`src/rtl/scs_pkg.sv`:
```
package scs_pkg;

  typedef enum logic [1:0] {
    FK_CORRECT  = 2'd0,
    FK_WRONG    = 2'd1,
    FK_PREFETCH = 2'd2
  } fill_kind_e;

  typedef enum logic [1:0] {
    EV_INSTALL = 2'd0,
    EV_LOWPRI  = 2'd1,
    EV_DROP    = 2'd2
  } ev_code_e;

  // Per-way metadata flags
  typedef struct packed {
    logic valid;  // line present
    logic wp;     // marked wrong-path (victim preference)
    logic pfo;    // brought in by the prefetcher
    logic used;   // referenced by a correct-path access
    logic pend;   // waiting for its branch to resolve
  } way_flags_t;

endpackage

```
`src/rtl/scs_lru.sv`:
```
module scs_lru #(
  parameter int WAYS = 4,
  parameter int IW   = 2
) (
  input  logic                      clk,
  input  logic                      rst_n,
  input  logic                      hit_touch,
  input  logic [IW-1:0]             hit_way,
  input  logic                      fill_touch,
  input  logic [IW-1:0]             fill_way,
  output logic [WAYS-1:0][IW-1:0]   age_o
);

  logic [WAYS-1:0][IW-1:0] age_q, age_h, age_d;

  // Move way w to age 0; every younger way ages by one.
  function automatic logic [WAYS-1:0][IW-1:0] touch(
    input logic [WAYS-1:0][IW-1:0] a,
    input logic [IW-1:0]           w
  );
    logic [WAYS-1:0][IW-1:0] r;
    logic [IW-1:0]           pivot;
    pivot = a[w];
    for (int i = 0; i < WAYS; i++) begin
      if (IW'(i) == w)       r[i] = '0;
      else if (a[i] < pivot) r[i] = a[i] + 1'b1;
      else                   r[i] = a[i];
    end
    return r;
  endfunction

  always_comb begin
    age_h = hit_touch  ? touch(age_q, hit_way)  : age_q;
    age_d = fill_touch ? touch(age_h, fill_way) : age_h;
  end

  always_ff @(posedge clk) begin
    if (!rst_n) begin
      for (int i = 0; i < WAYS; i++) age_q[i] <= IW'(i);
    end else begin
      age_q <= age_d;
    end
  end

  assign age_o = age_q;

endmodule

```
`src/rtl/scs_meta.sv`:
```
module scs_meta
  import scs_pkg::*;
#(
  parameter int WAYS = 4,
  parameter int IW   = 2,
  parameter int BTW  = 4
) (
  input  logic                    clk,
  input  logic                    rst_n,
  input  logic                    hit_valid,
  input  logic [IW-1:0]           hit_way,
  input  logic                    hit_spec,
  input  logic                    res_valid,
  input  logic [BTW-1:0]          res_btag,
  input  logic                    res_squash,
  input  logic                    fill_fire,
  input  logic [IW-1:0]           fill_way,
  input  logic [1:0]              fill_kind,
  input  logic [BTW-1:0]          fill_btag,
  output way_flags_t [WAYS-1:0]   flags_q,
  output way_flags_t [WAYS-1:0]   flags_upd
);

  logic [WAYS-1:0][BTW-1:0] btag_q;

  for (genvar g = 0; g < WAYS; g++) begin : g_way
    way_flags_t nxt;
    way_flags_t ins;

    // Effect of this cycle's resolution and hit on the resident line
    always_comb begin
      nxt = flags_q[g];
      if (res_valid && nxt.valid && nxt.pend && (btag_q[g] == res_btag)) begin
        nxt.pend = 1'b0;
        if (!res_squash) nxt.wp = 1'b0;
      end
      if (hit_valid && !hit_spec && nxt.valid && (hit_way == IW'(g))) begin
        nxt.used = 1'b1;
        nxt.wp   = 1'b0;
        nxt.pend = 1'b0;
      end
    end

    // Metadata of a line arriving by fill
    always_comb begin
      ins.valid = 1'b1;
      ins.wp    = (fill_kind == FK_WRONG);
      ins.pfo   = (fill_kind == FK_PREFETCH);
      ins.used  = 1'b0;
      ins.pend  = (fill_kind == FK_WRONG);
    end

    assign flags_upd[g] = nxt;

    always_ff @(posedge clk) begin
      if (!rst_n) begin
        flags_q[g] <= '0;
        btag_q[g]  <= '0;
      end else if (fill_fire && (fill_way == IW'(g))) begin
        flags_q[g] <= ins;
        btag_q[g]  <= fill_btag;
      end else begin
        flags_q[g] <= nxt;
      end
    end
  end

endmodule

```
`src/rtl/scs_victim.sv`:
```
module scs_victim
  import scs_pkg::*;
#(
  parameter int WAYS = 4,
  parameter int IW   = 2
) (
  input  way_flags_t [WAYS-1:0]    flags,
  input  logic [WAYS-1:0][IW-1:0]  ages,
  output logic [IW-1:0]            victim
);

  logic          inv_any, wp_any;
  logic [IW-1:0] inv_w, wp_w, wp_age, lru_w, lru_age;

  always_comb begin
    // lowest-numbered invalid way
    inv_any = 1'b0;
    inv_w   = '0;
    for (int i = WAYS - 1; i >= 0; i--) begin
      if (!flags[i].valid) begin
        inv_any = 1'b1;
        inv_w   = IW'(i);
      end
    end
    // oldest wrong-path way and oldest way overall
    wp_any  = 1'b0;
    wp_w    = '0;
    wp_age  = '0;
    lru_w   = '0;
    lru_age = '0;
    for (int i = 0; i < WAYS; i++) begin
      if (flags[i].valid && flags[i].wp && (!wp_any || ages[i] > wp_age)) begin
        wp_any = 1'b1;
        wp_w   = IW'(i);
        wp_age = ages[i];
      end
      if (ages[i] >= lru_age) begin
        lru_w   = IW'(i);
        lru_age = ages[i];
      end
    end
    if (inv_any)     victim = inv_w;
    else if (wp_any) victim = wp_w;
    else             victim = lru_w;
  end

endmodule

```
`src/rtl/spec_set_ctrl.sv`:
```
module spec_set_ctrl
  import scs_pkg::*;
#(
  parameter int  WAYS = 4,
  parameter int  BTW  = 4,
  localparam int IW   = (WAYS > 1) ? $clog2(WAYS) : 1
) (
  input  logic            clk,
  input  logic            rst_n,
  input  logic            cfg_drop,
  input  logic            fill_valid,
  output logic            fill_ready,
  input  logic [1:0]      fill_kind,
  input  logic [BTW-1:0]  fill_btag,
  input  logic            hit_valid,
  input  logic [IW-1:0]   hit_way,
  input  logic            hit_spec,
  input  logic            res_valid,
  input  logic [BTW-1:0]  res_btag,
  input  logic            res_squash,
  output logic            place_valid,
  output logic [IW-1:0]   place_way,
  output logic            evict_valid,
  output logic [IW-1:0]   evict_way,
  output logic [1:0]      evict_code
);

  way_flags_t [WAYS-1:0]    flags_q, flags_upd;
  logic [WAYS-1:0][IW-1:0]  ages;
  logic [IW-1:0]            victim;
  logic                     rdy_q, fill_fire, hit_touch;
  way_flags_t               vic_now;
  ev_code_e                 code_d;

  assign fill_ready = rdy_q;
  assign fill_fire  = fill_valid && rdy_q;
  assign hit_touch  = hit_valid && flags_q[hit_way].valid;

  scs_meta #(.WAYS(WAYS), .IW(IW), .BTW(BTW)) u_meta (
    .clk        (clk),
    .rst_n      (rst_n),
    .hit_valid  (hit_valid),
    .hit_way    (hit_way),
    .hit_spec   (hit_spec),
    .res_valid  (res_valid),
    .res_btag   (res_btag),
    .res_squash (res_squash),
    .fill_fire  (fill_fire),
    .fill_way   (victim),
    .fill_kind  (fill_kind),
    .fill_btag  (fill_btag),
    .flags_q    (flags_q),
    .flags_upd  (flags_upd)
  );

  scs_lru #(.WAYS(WAYS), .IW(IW)) u_lru (
    .clk        (clk),
    .rst_n      (rst_n),
    .hit_touch  (hit_touch),
    .hit_way    (hit_way),
    .fill_touch (fill_fire),
    .fill_way   (victim),
    .age_o      (ages)
  );

  scs_victim #(.WAYS(WAYS), .IW(IW)) u_vic (
    .flags  (flags_q),
    .ages   (ages),
    .victim (victim)
  );

  // Forwarding decision from the victim's status after this cycle's events
  always_comb begin
    vic_now = flags_upd[victim];
    if (!vic_now.used && (vic_now.wp || vic_now.pfo))
      code_d = cfg_drop ? EV_DROP : EV_LOWPRI;
    else
      code_d = EV_INSTALL;
  end

  always_ff @(posedge clk) begin
    if (!rst_n) begin
      rdy_q       <= 1'b0;
      place_valid <= 1'b0;
      place_way   <= '0;
      evict_valid <= 1'b0;
      evict_way   <= '0;
      evict_code  <= 2'd0;
    end else begin
      rdy_q       <= 1'b1;
      place_valid <= fill_fire;
      evict_valid <= fill_fire && flags_q[victim].valid;
      if (fill_fire) begin
        place_way  <= victim;
        evict_way  <= victim;
        evict_code <= code_d;
      end
    end
  end

endmodule

```
`config.mk`:
```
export PLATFORM = sky130hd
export DESIGN_NAME = spec_set_ctrl
export DESIGN_NICKNAME = d
export VERILOG_FILES = /design/src/rtl/scs_pkg.sv /design/src/rtl/scs_lru.sv /design/src/rtl/scs_meta.sv /design/src/rtl/scs_victim.sv /design/src/rtl/spec_set_ctrl.sv
export SDC_FILE = /design/constraint.sdc
export NUM_CORES = 1
export LEC_CHECK = 0
export ABC_AREA = 0
export CAP_MARGIN = 10
export CELL_PAD_IN_SITES_DETAIL_PLACEMENT = 1
export CELL_PAD_IN_SITES_GLOBAL_PLACEMENT = 1
export CORE_MARGIN = 5
export CORE_UTILIZATION = 51
export CTS_BUF_LIST = sky130_fd_sc_hd__clkbuf_8
export DETAILED_ROUTE_END_ITERATION = 12
export DONT_BUFFER_PORTS = 1
export HOLD_SLACK_MARGIN = 0.06
export PLACE_DENSITY_LB_ADDON = 0.1
export SETUP_SLACK_MARGIN = 0.2
export SLEW_MARGIN = 20
export SYNTH_ARGS = -nofsm -noshare
export SYNTH_HDL_FRONTEND = slang
export SYNTH_HIERARCHICAL = 1
export SYNTH_SLANG_ARGS = --single-unit
```
`constraint.sdc`:
```
create_clock -name clk -period 5.8 [get_ports clk]
set_input_delay 1.16 -clock clk [delete_from_list [all_inputs] [get_ports clk]]
set_output_delay 1.16 -clock clk [all_outputs]
set_load 0.01 [all_outputs]
```
Word level (Yosys, flattened, before mapping)

Cells that the tools add are included.
W data, S select, Z words.

Register bits: 51
Input bits: 20

Add/sub/neg operators: 8
Order comparisons: 17
Eq/ne operators: 18
Muxes and demuxes: 81
Bitwise operators: 1
Reduce and logical (&&, ||, !) cells: 51

Operator list:

| cell                  | number |
|---|---|
| $mux W2               | 40 |
| $logic_and A1 B1 Y1   | 36 |
| $bmux W5 S2           | 3 |
| $mux W1               | 27 |
| $mux W4               | 5 |
| $add A2 B1 Y2 const B | 8 |
| $eq A4 B4 Y1          | 4 |
| $lt A2 B2 Y1          | 8 |
| $mux W8               | 2 |
| $eq A2 B2 Y1 const B  | 5 |
| $mux W5               | 2 |
| $bmux W2 S2           | 2 |
| $eq A2 B2 Y1 const A  | 4 |
| $reduce_or A2 Y1      | 4 |
| $eq A2 B1 Y1 const B  | 3 |
| $ge A2 B2 Y1          | 3 |
| $gt A2 B2 Y1          | 3 |
| $lt A2 B3 Y1 const B  | 2 |
| $logic_not A1 Y1      | 5 |
| $eq A1 B2 Y1 const A  | 2 |
| $logic_not A2 Y1      | 2 |
| $logic_or A1 B1 Y1    | 4 |
| $ge A2 B1 Y1 const B  | 1 |
| $not A1 Y1            | 1 |

Logic depth before layout (Yosys ltp)

Gate-level depths: netlist of run 1.

Word-level depth: 22
Gate-level depth with buffers: 25
Depth with buffers taken out: 24

Modules after synthesis

Netlist of run 1, hierarchy kept.

Modules (own cells, without submodules):

| module        | times used | cells an instance | area an instance (um^2) | sequential area each (um^2) |
|---|---|---|---|---|
| scs_meta      | 1          | 194               | 1783.0                  | 720.7 |
| scs_lru       | 1          | 128               | 1007.2                  | 160.2 |
| scs_victim    | 1          | 68                | 524.3                   | 0.0 |
| spec_set_ctrl | 1          | 38                | 379.1                   | 140.1 |

Worst setup path before layout of run 1

OpenSTA, ideal clock, no wires.

Path kind: register to register
From: register u_meta/flags_q[4] (netlist name)
To: register u_lru.age_q, in the netlist u_lru/age_o[4]
Setup time: 74 ps
Arrival: 5131 ps
Slack: 595 ps
Stages on the path, launching flop included: 26
Path buffers: 2
Path through: dfxtp_1 > buf_6 > nand3_1 > ha_1 > nor2b_1 > o21ai_1 > o211a_1 > a22oi_1 > ha_1 > nor2b_1 > o21ai_0 > o21ai_0 > mux2_2 > ha_1 > nor2b_1 > o21ai_0 > nor2_1 > a211oi_1 > o221ai_1 > clkbuf_1 > nand2_1 > nor3_1 > nor4_4 > o21ai_0 > a22oi_1 > a31oi_1

Word-level cells in the longest chain between the ends: 22
Elaborated cells between the ends (all ways): 39

RTL lines:

| element                                          | line                | RTL |
|---|---|---|
| $logic_and A1 B1 Y1                              | scs_victim.sv:32    | `if (flags[i].valid && flags[i].wp && (!wp_any \|\| ages[i] > wp_age)) begin` |
| $mux W2 or $mux W1 (tied branches)               | scs_victim.sv:32    |  |
| $gt A2 B2 Y1 or $logic_not A1 Y1 (tied branches) | scs_victim.sv:32    |  |
| $logic_or A1 B1 Y1                               | scs_victim.sv:32    |  |
| $logic_and A1 B1 Y1                              | scs_victim.sv:32    |  |
| $mux W2 or $mux W1 (tied branches)               | scs_victim.sv:32    |  |
| $gt A2 B2 Y1 or $logic_not A1 Y1 (tied branches) | scs_victim.sv:32    |  |
| $logic_or A1 B1 Y1                               | scs_victim.sv:32    |  |
| [7 not listed]                                   | n/a                 |  |
| $mux W2 *                                        | scs_victim.sv:42    | `if (inv_any) victim = inv_w;` |
| net victim[0]                                    | spec_set_ctrl.sv:30 | `logic [IW-1:0] victim;` |
| $bmux W2 S2                                      | scs_lru.sv:23       | `pivot = a[w];` |
| $mux W2 (implied by the code)                    | scs_lru.sv:23       |  |
| $lt A2 B2 Y1                                     | scs_lru.sv:26       | `else if (a[i] < pivot) r[i] = a[i] + 1'b1;` |
| $mux W2                                          | scs_lru.sv:26       |  |
| $mux W2 *                                        | scs_lru.sv:25       | `if (IW'(i) == w) r[i] = '0;` |
| $mux W8 *                                        | scs_lru.sv:34       | `age_d = fill_touch ? touch(age_h, fill_way) : age_h;` |
| to (signal assigned)                             | scs_lru.sv:41       | `age_q <= age_d;` |
| to (decl)                                        | scs_lru.sv:14       | `logic [WAYS-1:0][IW-1:0] age_q, age_h, age_d;` |

Mark *: on every way through the listed nets, which the timed path passes. The rest lies on a longest branch. The select of a mux whose other input is x is not followed.
A chain may end at the register's enable or synchronous reset.

Final worst setup path of run 1

From: register u_lru.age_q, in the netlist u_lru/age_o[2]
To: register u_lru.age_q, in the netlist u_lru/age_o[0]

Word-level cells in the longest chain between the ends: 20
Elaborated cells between the ends (all ways): 53

RTL lines:

| element                                          | line |
|---|---|
| $gt A2 B2 Y1                                     | scs_victim.sv:32 |
| $logic_or A1 B1 Y1                               | scs_victim.sv:32 |
| $logic_and A1 B1 Y1                              | scs_victim.sv:32 |
| $mux W2 or $mux W1 (tied branches)               | scs_victim.sv:32 |
| $gt A2 B2 Y1 or $logic_not A1 Y1 (tied branches) | scs_victim.sv:32 |
| $logic_or A1 B1 Y1                               | scs_victim.sv:32 |
| $logic_and A1 B1 Y1                              | scs_victim.sv:32 |
| $mux W2 or $mux W1 (tied branches)               | scs_victim.sv:32 |
| [5 not listed]                                   | n/a |
| $mux W2 *                                        | scs_victim.sv:42 |
| net victim[0]                                    | spec_set_ctrl.sv:30 |
| $bmux W2 S2                                      | scs_lru.sv:23 |
| $mux W2 (implied by the code)                    | scs_lru.sv:23 |
| $lt A2 B2 Y1                                     | scs_lru.sv:26 |
| $mux W2                                          | scs_lru.sv:26 |
| $mux W2 *                                        | scs_lru.sv:25 |
| $mux W8 *                                        | scs_lru.sv:34 |

Marks and branches as above.

==> flow_summary.json, run 1 <==
{
  "status": "complete, no violations",
  "antenna_found_initial": 0,
  "grt_overflow": 0,
  "fin_skew_ps": 7.72,
  "dp_hpwl_um": 7510,
  "numCtsBuffers": 5,
  "reg2reg_setup_slack_ps": 540,
  "synth.net_count": 458,
  "first_pass_iters": 4,
  "p_leak_nw": 1.52,
  "clock_latency_ps": 310,
  "finalCriticalPeriod_ps": 5260,
  "die_x_um": 94.5,
  "worstMarginPinSlew_ps": 650,
  "hp-class": "reg -> reg",
  "cts_tree": "yes",
  "worstPathArrival_ps": 5470,
  "max_cap_violations": 0,
  "first_iter_violations": 107,
  "wirelength_um": 9890,
  "path_delay_family": "compound AO/OA/AOI/OAI gates",
  "wire_per_inst_um": 19.4,
  "die_h_um": 94.5,
  "post_cts_buffers": 0,
  "core_area_sq_mm": 0.00687,
  "drcViolationCount": 0,
  "syn_to_final_growth_pct": 4.23,
  "cp.buffers_inverters": 1,
  "grt_util_met2": 0.420,
  "drive_gt1_frac": 0.109,
  "met1_usage": 0.280,
  "clk_pin_slew_worst_paths_ps": 100,
  "drtAntennaViolNets": 0,
  "grt_pass1_wl_um": 16200,
  "grt_max_degree": 52,
  "avgSynthCellArea_sq_um": 8.67,
  "vias": 3108,
  "cts.sinks": 51,
  "start_util": 0.530,
  "htreeDepth": 2,
  "cp_slowest_cell": "dfxtp_1",
  "fin_util": 0.553,
  "fmax_mhz": 190,
  "syn_inst": 420,
  "finalHoldViolCount": 0,
  "vdd_ir_drop_max_mv": 0.132,
  "crit_path_start_kind": "register",
  "max-slew-margin-rel": 0.565,
  "nNetsFinal": 451,
  "grt_pass1_vias": 3218,
  "yosys_warnings": 6,
  "setup_viol": 0,
  "drv_slew": 0,
  "min_period_over_period": 0.908,
  "num_rows": 30,
  "root_buffer": "clkbuf_8",
  "cts_buffer_depth": 2,
  "gp_congestion": 0.898,
  "slowest_delay_ps": 490,
  "cp-end-kind": "register",
  "grt_util_met3": 0.0287,
  "cellPowerDensity_mw_per_mm2": 175,
  "die_area_sq_mm": 0.00893,
  "antenna_cells": 0,
  "busiest_layer": "met2",
  "io_buffers": 0,
  "rsz0062_at_grt": "no",
  "path_cells": "inv_1, ha_1, nand2b_1, a21oi_1, mux2_2, ha_1, nor2b_1, o21bai_1, nor2_1, a21oi_1, ha_1, nand2b_1, a21o_1, o311ai_1, o221ai_4, nor2b_1, and3b_1, nor4_4, a21oi_1, o21a_1, o21a_1",
  "boundaryPins": 29,
  "synth_area_sq_mm": 0.00364,
  "design_area_sq_mm": 0.00380,
  "via_per_inst": 6.09,
  "worstSetupPathType": "reg -> reg",
  "critPathMaxFanout": 12,
  "worstPathRequired_ps": 6010,
  "tns_ps": 0,
  "grt.total_usage": 0.231,
  "placed_area_sq_mm": 0.00367
}
==> registers in the layout, summed over array words and instances, names as in the netlist <==
signal,flops
u_lru/age_o,8
fill_ready,1
evict_code,2
u_meta/flags_q,20
place_valid,1
evict_way,2
u_meta/btag_q,16
evict_valid,1
==> power breakdown <==
group          switching, mW  internal, mW  total [mW]
registers            0.00954         0.357       0.367
clock network          0.121        0.0830       0.204
logic                 0.0514        0.0431      0.0944
==> final timing paths <==
check,end,start,depth (start not counted)
worst max-delay path,u_lru/age_o[0],u_lru/age_o[2],21
worst min-delay path,u_meta/flags_q[12],u_meta/flags_q[12],2
worst max register to register,u_lru/age_o[0],u_lru/age_o[2],21
worst min register to register,u_meta/flags_q[12],u_meta/flags_q[12],2
==> stage by stage <==
stage	worst slack [ps]	power, mW	cells	hold slack, ps
after floorplan	616	0.450	420	444
after global placement	594	0.463	502	459
after detailed placement	275	0.467	502	462
after CTS	235	0.669	510	476
after global routing	153	0.696	510	489
final	535	0.665	510	472
==> repair_timing <==
action	CTS	global route
resized for setup	0	11
hold buffers	0	0
setup endpoints to repair	0	38
==> placed cells by master (no fill, tap or decap), drive strengths merged, types with 6 or more instances in the layout <==
cell / n
nor2b: 24
inv: 20
nor2: 26
a21o: 6
o21a: 8
nand2: 44
nand2b: 12
o21ai: 16
xnor2: 9
mux2i: 12
ha: 18
a21oi: 13
dfxtp: 51
and2: 6
a21boi: 13
mux4: 6
nand3: 11
and3: 8
xor2: 7
nor3: 9
==> metal layers <==
metal	up-vias	part of all wire
met5	-	0
met4	0	0.017
met3	15	0.036
met2	65	0.52
met1	1521	0.43
li1	1507	-
==> final cells by class <==
class                   count  area (sq um)
multi-input cells         332          2470
fillers                   844          3070
well taps                  96           120
clock inverters             3          16.3
inverters                  19          71.3
repair buffers              4          30.0
flip-flops and latches     51          1020
clock buffers               5          68.8
==> worst reg2reg max path, delay by kind of cell (launching register included) <==
family	cells	cell delay [ps]
flops	1	490
buf+inv	1	110
simple gates	7	1280
compound gates	9	2110
fa+ha+maj	3	800
mux	1	380
Note: power is estimated with default switching activity, not from simulation.
==> run 2: changes to the inputs <==
- REMOVE_ABC_BUFFERS: not set -> 1
==> run 2 against run 1 <==
Net effect:
- global-route usage up 1.5 points
- largest cell class unchanged
- critical path depth is 3 higher
- first-iteration DRC count up 4.7%
- register-to-register slack worse by 40 ps
==> flow_summary.json, run 2 (synthesis gave the netlist of run 1 again) <==
{
  "status": "complete, no violations",
  "crit_path_start_kind": "register",
  "worst_slack_ps": 498,
  "worstMarginPinSlew_ps": 624,
  "min_period_over_period": 0.914,
  "holdBufCountCts": 0,
  "fin_skew_ps": 4.29,
  "finalCriticalPeriod_ps": 5300,
  "tns_ps": 0,
  "cts_tree": "yes",
  "die_h_um": 94.5,
  "drive_gt1_frac": 0.115,
  "antenna_cells": 0,
  "p_leak_nw": 1.53,
  "placed_area_sq_mm": 0.00369,
  "crit_path_end": "u_lru/age_o[0]",
  "vdd_ir_drop_max_mv": 0.130,
  "grt_overflow": 0,
  "antenna_found_initial": 0,
  "cellPowerDensity_mw_per_mm2": 178,
  "num_rows": 30,
  "wirelength_um": 10200,
  "power_mw": 0.679,
  "design_area_sq_mm": 0.00381,
  "final_common_cell": "dfxtp_1",
  "start_util": 0.530,
  "regMostFlops": "u_meta/flags_q",
  "largest_reg_flops": 20,
  "max_cap_violations": 0,
  "rsz0062_at_grt": "no",
  "reg2reg_to": "u_lru/age_o[0]",
  "drv_slew": 0,
  "grt_pass1_vias": 3392,
  "drcViolationCount": 0,
  "fin_util": 0.554,
  "numCtsBuffers": 5,
  "cts.sinks": 51,
  "clk_pin_slew_worst_paths_ps": 100,
  "die_area_sq_mm": 0.00893,
  "first_iter_violations": 112,
  "crit_path_start": "u_meta/flags_q[4]",
  "final_cell_mix": "50 x dfxtp_1, 43 x nand2_1, 25 x nor2_1",
  "timing.rr.start": "u_meta/flags_q[4]",
  "htreeDepth": 2,
  "gp_congestion": 0.858,
  "cp-end-kind": "register",
  "grt_pass1_wl_um": 17200,
  "clock_latency_ps": 300,
  "nNetsFinal": 454,
  "dp_worst_setup_slack_ps": 347,
  "syn_to_final_growth_pct": 4.53,
  "wire_per_inst_um": 19.9,
  "worstSetupPathType": "reg -> reg",
  "grt_max_degree": 52,
  "fill_cells": 824,
  "core_area_sq_mm": 0.00687,
  "first_pass_iters": 4,
  "vias": 3109,
  "hp-class": "reg -> reg",
  "root_buffer": "clkbuf_8",
  "io_buffers": 0,
  "via_per_inst": 6.06,
  "place_inst": 505,
  "drtAntennaViolNets": 0,
  "boundaryPins": 29,
  "setup_viol": 0,
  "worstPathRequired_ps": 6010,
  "fin_hold_ws_ps": 484,
  "dp_hpwl_um": 7820,
  "final_cells": 513,
  "reg2reg_setup_slack_ps": 500,
  "critPathMaxFanout": 23,
  "r2r_cells": 24,
  "finalHoldViolCount": 0,
  "worstPathArrival_ps": 5510,
  "max-slew-margin-rel": 0.583,
  "fmax_mhz": 189,
  "grt.total_usage": 0.246,
  "die_x_um": 94.5,
  "cts_buffer_depth": 2
}
==> run 2: worst min path at each step <==
stage	from	to	slack, ps	depth (start not counted)
6_report	u_meta/btag_q[15]	u_meta/btag_q[15]	480	2
5_1_grt	u_meta/flags_q[12]	u_meta/flags_q[12]	520	2
4_1_cts	u_meta/flags_q[12]	u_meta/flags_q[12]	480	2
3_5_place_dp	u_meta/flags_q[12]	u_meta/flags_q[12]	470	2
3_3_place_gp	u_meta/flags_q[12]	u_meta/flags_q[12]	460	2
2_1_floorplan	u_meta/flags_q[12]	u_meta/flags_q[12]	440	2
==> run 2: cell type report <==
class	count	area, sq um	area share
clock inverter	3	22.5	0.00592
clock buffer	5	68.8	0.0181
sequential	51	1020	0.268
inverter	19	71.3	0.0187
multi-input combinational	332	2450	0.643
timing repair buffer	7	52.6	0.0138
tap	96	120	0.0315
==> run 2: critical path, cell delays in order, from the launching register on <==
cell      delay [ps]
dfxtp_1          420
nand3_1          110
ha_1             300
nor2b_1          130
o21ai_1           90
o211a_1          240
a22oi_1          240
ha_1             280
a21oi_1          210
o21ai_2          110
o21ai_1          170
mux2_2           370
ha_1             300
nor2b_1          140
o21ai_0          230
nor2_1            80
a211oi_1         290
o221ai_2         150
buf_4            250
nand2_1          150
nor3_1           100
nor4_4           380
a21oi_1          110
o21a_1           200
o21a_1           160
==> run 2: layer usage <==
layer,up-vias,track usage,wire [um]
met1,1540,0.286,4350
li1,1516,-,-
met4,0,0.0781,148
met5,-,0,0
met2,42,0.462,5440
met3,11,0.0319,250
==> run 2: where the power goes <==
| part | switching [mW] | total, mW | internal, mW |
|---|---|---|---|
| Combinational | 0.0536 | 0.0972 | 0.0436 |
| Sequential | 0.00773 | 0.365 | 0.357 |
| Clock | 0.130 | 0.217 | 0.0877 |
| Total | 0.191 | 0.679 | 0.488 |
==> run 2: timing repair <==
item / CTS / global route
endpoints found under the setup margin: 0 / 22
setup buffers: 0 / 0
endpoints found under the hold margin: 0 / 0
gates resized for setup: 0 / 9
